$ cat config.mk
export PLATFORM = sky130hd
export DESIGN_NAME = irq_agg
export DESIGN_NICKNAME = d
export VERILOG_FILES = /design/src/rtl/irq_agg_pkg.sv /design/src/rtl/irq_agg_cell.sv /design/src/rtl/irq_agg_tree.sv /design/src/rtl/irq_agg.sv
export SDC_FILE = /design/constraint.sdc
export NUM_CORES = 2
export LEC_CHECK = 0
export BUFFER_PORTS_ARGS = -buffer_cell sky130_fd_sc_hd__buf_2
export CORE_MARGIN = 1
export CORE_UTILIZATION = 40
export DETAILED_ROUTE_END_ITERATION = 6
export GPL_ROUTABILITY_DRIVEN = 1
export PLACE_DENSITY = 0.61
export REMOVE_ABC_BUFFERS = 1
export SLEW_MARGIN = 0
export SYNTH_ARGS = -nofsm -noshare
export SYNTH_HDL_FRONTEND = slang
export SYNTH_HIERARCHICAL = 1
export SYNTH_SLANG_ARGS = --single-unit
$ cat constraint.sdc
create_clock -name clk_i -period 2.8 [get_ports clk_i]
set_clock_uncertainty 0.05 [all_clocks]
set_input_delay 0.28 -clock clk_i [delete_from_list [all_inputs] [get_ports clk_i]]
set_output_delay 0.28 -clock clk_i [all_outputs]
set_load 0.02 [all_outputs]
$ cat src/rtl/irq_agg_pkg.sv
package irq_agg_pkg;
  localparam int unsigned BLK_BITS = 8;

  localparam logic [3:0] OFS_ROOT  = 4'd0;
  localparam logic [3:0] OFS_MST   = 4'd1;
  localparam logic [3:0] OFS_BSEL  = 4'd5;
  localparam logic [3:0] OFS_BSTAT = 4'd6;
  localparam logic [3:0] OFS_CFG   = 4'd7;
  localparam logic [3:0] OFS_LIVE  = 4'd8;

  typedef struct packed {
    logic mask_re;  // cfg bit2
    logic mask_fe;  // cfg bit1
    logic lvl;      // cfg bit0
  } cfg_t;

  localparam cfg_t CFG_RST = '{mask_re: 1'b1, mask_fe: 1'b1, lvl: 1'b0};
endpackage

$ cat src/rtl/irq_agg_cell.sv
module irq_agg_cell
  import irq_agg_pkg::*;
(
  input  logic clk_i,
  input  logic rst_ni,
  input  logic irq_i,
  input  logic cfg_we_i,
  input  cfg_t cfg_i,
  input  logic clr_i,
  output logic pend_o,
  output logic live_o
);
  logic s1_q, s2_q, prev_q, pend_q, set_c;
  cfg_t cfg_q;

  always_comb begin
    if (cfg_q.lvl)
      set_c = (s2_q & ~cfg_q.mask_re) | (~s2_q & ~cfg_q.mask_fe);
    else
      set_c = (s2_q & ~prev_q & ~cfg_q.mask_re) | (~s2_q & prev_q & ~cfg_q.mask_fe);
  end

  always_ff @(posedge clk_i or negedge rst_ni) begin
    if (!rst_ni) begin
      s1_q   <= 1'b0;
      s2_q   <= 1'b0;
      prev_q <= 1'b0;
      pend_q <= 1'b0;
      cfg_q  <= CFG_RST;
    end else begin
      s1_q   <= irq_i;
      s2_q   <= s1_q;
      prev_q <= s2_q;
      if (cfg_we_i) cfg_q <= cfg_i;
      if (clr_i)      pend_q <= 1'b0;  // clear beats a same-cycle set
      else if (set_c) pend_q <= 1'b1;
    end
  end

  assign pend_o = pend_q;
  assign live_o = s2_q;

  a_r5_clear: assert property (@(posedge clk_i) disable iff (!rst_ni)
    clr_i |=> !pend_q);
  a_r3_masked_quiet: assert property (@(posedge clk_i) disable iff (!rst_ni)
    $rose(pend_q) |-> $past(!(cfg_q.mask_re && cfg_q.mask_fe)));
  a_r2_edge_needs_change: assert property (@(posedge clk_i) disable iff (!rst_ni)
    ($rose(pend_q) && $past(!cfg_q.lvl)) |-> $past(s2_q != prev_q));
endmodule

$ cat src/rtl/irq_agg_tree.sv
module irq_agg_tree
  import irq_agg_pkg::*;
#(
  parameter int unsigned N_IN = 256
) (
  input  logic                                clk_i,
  input  logic                                rst_ni,
  input  logic [N_IN-1:0]                     pend_i,
  output logic [N_IN/BLK_BITS-1:0]            blk_any_o,
  output logic [(N_IN/BLK_BITS+BLK_BITS-1)/BLK_BITS-1:0] mst_any_o,
  output logic                                irq_o
);
  localparam int unsigned N_BLK = N_IN / BLK_BITS;
  localparam int unsigned N_MST = (N_BLK + BLK_BITS - 1) / BLK_BITS;
  localparam int unsigned PAD_W = N_MST * BLK_BITS;

  logic [PAD_W-1:0] blk_pad;
  logic irq_q;

  for (genvar b = 0; b < N_BLK; b++) begin : g_blk
    assign blk_any_o[b] = |pend_i[b*BLK_BITS +: BLK_BITS];
  end

  assign blk_pad = PAD_W'(blk_any_o);

  for (genvar m = 0; m < N_MST; m++) begin : g_mst
    assign mst_any_o[m] = |blk_pad[m*BLK_BITS +: BLK_BITS];
  end

  always_ff @(posedge clk_i or negedge rst_ni) begin
    if (!rst_ni) irq_q <= 1'b0;
    else         irq_q <= |mst_any_o;
  end

  assign irq_o = irq_q;

  a_r7_irq_fall: assert property (@(posedge clk_i) disable iff (!rst_ni)
    $fell(irq_q) |-> $past(mst_any_o == '0));
  a_r7_irq_rise: assert property (@(posedge clk_i) disable iff (!rst_ni)
    $rose(irq_q) |-> $past(pend_i != '0));
endmodule

$ cat src/rtl/irq_agg.sv
module irq_agg
  import irq_agg_pkg::*;
#(
  parameter int unsigned N_IN = 256,
  parameter logic [9:0]  BASE = 10'h1BB
) (
  input  logic            clk_i,
  input  logic            rst_ni,
  input  logic [N_IN-1:0] irq_i,
  input  logic            we_i,
  input  logic [9:0]      addr_i,
  input  logic [7:0]      wdata_i,
  output logic [7:0]      rdata_o,
  output logic            irq_o
);
  localparam int unsigned N_BLK = N_IN / BLK_BITS;
  localparam int unsigned N_MST = (N_BLK + BLK_BITS - 1) / BLK_BITS;
  localparam int unsigned SEL_W = $clog2(N_BLK);
  localparam int unsigned PAD_W = N_MST * BLK_BITS;

  logic [9:0]       ofs;
  logic [3:0]       ofs4;
  logic             hit, cfg_wr;
  logic [SEL_W-1:0] sel_q;
  cfg_t             cfg_new;
  logic [N_IN-1:0]  pend, live, line_we;
  logic [N_BLK-1:0] blk_any;
  logic [N_MST-1:0] mst_any;
  logic [PAD_W-1:0] blk_pad;
  logic [7:0]       root_b;

  assign ofs    = addr_i - BASE;
  assign ofs4   = ofs[3:0];
  assign hit    = (addr_i >= BASE) && (ofs <= 10'd8);
  assign cfg_wr = we_i && hit && (ofs4 == OFS_CFG) && wdata_i[7];
  assign cfg_new = '{mask_re: wdata_i[2], mask_fe: wdata_i[1], lvl: wdata_i[0]};

  always_ff @(posedge clk_i or negedge rst_ni) begin
    if (!rst_ni) sel_q <= '0;
    else if (we_i && hit && ofs4 == OFS_BSEL) sel_q <= wdata_i[SEL_W-1:0];
  end

  for (genvar i = 0; i < N_IN; i++) begin : g_line
    assign line_we[i] = cfg_wr && (sel_q == SEL_W'(i / BLK_BITS))
                        && (wdata_i[6:4] == 3'(i % BLK_BITS));
    irq_agg_cell u_cell (
      .clk_i    (clk_i),
      .rst_ni   (rst_ni),
      .irq_i    (irq_i[i]),
      .cfg_we_i (line_we[i]),
      .cfg_i    (cfg_new),
      .clr_i    (line_we[i] && wdata_i[3]),
      .pend_o   (pend[i]),
      .live_o   (live[i])
    );
  end

  irq_agg_tree #(.N_IN(N_IN)) u_tree (
    .clk_i     (clk_i),
    .rst_ni    (rst_ni),
    .pend_i    (pend),
    .blk_any_o (blk_any),
    .mst_any_o (mst_any),
    .irq_o     (irq_o)
  );

  assign blk_pad = PAD_W'(blk_any);
  assign root_b  = 8'({mst_any, 1'b0});  // bit0 is not a master

  always_comb begin
    rdata_o = '0;
    if (hit) begin
      case (ofs4)
        OFS_ROOT:  rdata_o = root_b;
        OFS_BSEL:  rdata_o = 8'(sel_q);
        OFS_BSTAT: rdata_o = pend[int'(sel_q)*BLK_BITS +: BLK_BITS];
        OFS_LIVE:  rdata_o = live[int'(sel_q)*BLK_BITS +: BLK_BITS];
        default: begin
          if (ofs4 >= OFS_MST && ofs4 < OFS_MST + 4'(N_MST))
            rdata_o = blk_pad[(int'(ofs4) - int'(OFS_MST))*BLK_BITS +: BLK_BITS];
        end
      endcase
    end
  end

  a_r8_outside_zero: assert property (@(posedge clk_i) disable iff (!rst_ni)
    (addr_i < BASE || addr_i > BASE + 10'd8) |-> (rdata_o == 8'h00));
  a_r6_root_bit0: assert property (@(posedge clk_i) disable iff (!rst_ni)
    (addr_i == BASE) |-> !rdata_o[0]);
  a_r1_sel_stable: assert property (@(posedge clk_i) disable iff (!rst_ni)
    !(we_i && addr_i == BASE + 10'd5) |=> $stable(sel_q));
endmodule

==> results.yml <==
worst_hold_path:
  hp-class: "input pin to flop"
  hold_end: "g_line[160].u_cell/s1_q$_DFF_PN0_"
  min_from: "irq_i[160]"
  hold_depth: 2
clocking:
  clkTransAtPathRegs_ns: 0.06
  cts.path.max_buffers: 3
  clk_latency_ns: 0.85
  root_buffer: "clkbuf_16"
  cts_buffers: 192
  htree_levels: 4
  clock-sinks: 1798
  cts_tree: "done"
setup_path:
  critical_path_class: "flop to output pin"
  crit_path_end_kind: "output pin"
  arrival_ns: 3.22
  cp_common_cell: "buf_4"
  cp-start-kind: "flop"
  cp_max_fo: 8
  reg2reg_depth: 6
  reg2reg_slack_ns: 0.16
  required_ns: 2.47
  path_cells: "buf_4 -> nor2b_4 -> buf_6 -> buf_4 -> a22oi_1 -> nand4_1 -> o211ai_1 -> buf_4 -> o221a_4 -> a31o_4 -> buf_6"
  crit_slowest_cell: "dfrtp_1"
  reg2reg_from: "g_line[198].u_cell/pend_o$_DFFE_PN0P_"
  critical-path-max-stage-delay_ns: 0.40
  timing.rr.end: "u_tree/irq_o$_DFF_PN0_"
routing:
  drc: 6
  via_per_inst: 5.236
  drt_iter0_drc: 3793
  drt_first_pass_iters: 7
  avgRoutedWirePerCell_microns: 22.36
  antenna_left: 0
  wl_microns: 214300
  routed-via-count: 50190
synthesis:
  synth-seq-cells: 1798
  synth_cell_types: 68
  syn_area_sq_um: 72020
  synth_ff_type: "dfrtp_1"
  synth_edf_count: 0
  yosysMostFrequentCell: "dfrtp_1"
  async_flop_share_pct: 100.0
  synth-seq-area-share_pct: 63.36
  synth_warnings: 6
  synthTopCellsByCount: "1286 x dfrtp_1, 770 x nor2_1, 512 x dfstp_2, 512 x mux2_1, 474 x nand2_1"
  synth.top_cell.area_share_pct: 44.68
  synth_area_leaders: "dfrtp_1 45%, dfstp_2 19%, mux2_1 8.0%, mux2_2 4.1%, nor2_1 4.0%"
  yosysTopAreaCell: "dfrtp_1"
  synth.avg_cell_area_sq_um: 12.26
  synth_cells: 5876
power_and_ir_drop:
  power_w: 0.05576
  power_leakage_nw: 39.72
  peakVddDrop_mv: 0.5487
  p_per_area_nw_per_um2: 609.2
finish:
  design_area_sq_um: 91540
  synthToLayoutAreaGrowth_pct: 27.10
  drive_gt1_share_pct: 27.06
  fin_nets: 7340
die:
  die_h_microns: 426.3
  ios: 286
  die-width_microns: 426.3
  die_area_sq_um: 181800
  rows: 155
  coreArea_sq_um: 178600
  initial_core_util_pct: 40.32
sta:
  tns_ns: -5.501
  period_share_pct: 126.7
  final.setup.worst_slack_ns: -0.7489
  hold_violations: 0
  whs_ns: 0.03633
  slew_viol_final: 0
  fin_crit_ns: 3.549
  setup_viol: 8
  grt_setup_unrepaired: "true"
  worst_pin_slew_ns: 0.8873
  relSlewSlack_pct: 40.85
  timing.fmax_mhz: 281.8
place:
  place_area_sq_um: 79670
  gp_congestion: 0.8837
  dp_hpwl_microns: 143200
  numPortBuffers: 285
status:
  outcome: "finished with violations"
  violations: "DRC, setup timing"
global_route:
  grt_use_total_pct: 23.82
  grt-ovfl-total: 0
  grt_pass1_wl_microns: 326300
  grt_start_max_net_pins: 151
  antenna_found_initial: 5
  grt_pass1_vias: 52030
run:
  maxCapViolations: 0
==> placed cells by master, fill, tap and decap left out, drive strengths merged, types with 5 or more instances in the layout <==
cell type	n
nand2b	5
clkinvlp	5
o211ai	11
a22oi	28
buf	725
clkinv	43
o31a	256
nor3	258
nand3b	7
o21ai	24
nor3b	258
nor2b	258
mux2	773
or4	5
a32oi	6
a31oi	12
nor4	64
clkbuf	291
a311oi	8
dfrtp	1286
dfstp	512
nor2	785
inv	279
nand4	68
dlygate4sd3	448
and3	11
nand2	490
mux4	9
a21oi	35
and2	5
nand3	169
bufinv	13
mux2i	42
==> metrics by stage <==
step           worst slack (ns)  utilization, %  instances
5_1_grt                 -0.8000           51.25       9584
3_3_place_gp             -1.291           44.61       8754
2_1_floorplan            -4.135               -       5690
3_5_place_dp             -1.253           44.61       8754
6_report                -0.7489           51.25       9585
4_1_cts                 -0.7813           51.12       9581
==> per-layer routing <==
metal / routed length (microns) / GRT usage, %
met2: 104700 / 39.80
met1: 91500 / 31.43
met4: 8039 / 8.949
met5: 27 / 0
met3: 10060 / 3.348
==> worst max-delay path: cells and delay by family, from the launching register on <==
kind	cells	cell delay (ns)
AO/OA/AOI/OAI	4	0.83
buffers and inverters	5	0.77
flip-flops	1	0.40
AND/OR/NAND/NOR	2	0.34
==> sequential cells by signal, summed over array words and instances, names as in the netlist <==
register,cells
g_line.u_cell/cfg_q,768
g_line.u_cell/live_o,256
g_line.u_cell/pend_o,256
g_line.u_cell/prev_q,256
g_line.u_cell/s1_q,256
sel_q,5
u_tree/irq_o,1
==> repair_timing <==
action                                  in CTS  in global routing
resized for setup                          114                 45
cloned                                       0                  0
pin swaps                                   41                 37
endpoints found under the setup margin       8                  8
buffers inserted                            17                  6
endpoints found under the hold margin     1651                  0
hold buffers                               448                  0
==> how the worst max path moves through the flow <==
stage                                                from    endpoint  slack [ns]  depth (start not counted)
finish                               sel_q[0]$_DFFE_PN0P_  rdata_o[4]       -0.75                         11
global route        g_line[206].u_cell/pend_o$_DFFE_PN0P_  rdata_o[4]       -0.80                          9
CTS                                  sel_q[1]$_DFFE_PN0P_  rdata_o[0]       -0.78                         14
detailed placement                              addr_i[0]  rdata_o[1]       -1.25                         14
global placement                                addr_i[0]  rdata_o[1]       -1.29                         14
floorplan                                       addr_i[0]  rdata_o[2]       -4.13                          9
==> kinds of logic after synthesis <==
kind of cell	after synthesis	synth area share, %
AND/OR/NAND/NOR	2390	16.36
flip-flops	1798	63.36
multiplexers	824	12.95
buffers and inverters	452	2.660
AO/OA/AOI/OAI	408	4.597
adder cells (fa/ha/maj)	4	0.06949
==> where the power goes <==
part / switching, W / internal [W]
Sequential: 0.000541 / 0.0266
Combinational: 0.00158 / 0.00119
Clock: 0.0108 / 0.0150
Total: 0.0129 / 0.0428
==> layout make-up <==
cell class | instances | area, sq um
repair buffers | 1175 | 10330
fillers | 15380 | 87080
multi-input cells | 3626 | 25150
flip-flops and latches | 1798 | 45640
inverters | 266 | 1001
clock inverters | 74 | 894.6
diodes | 2 | 5.005
clock buffers | 289 | 5572
well taps | 2355 | 2947
Power figures use the tool's default switching activity.
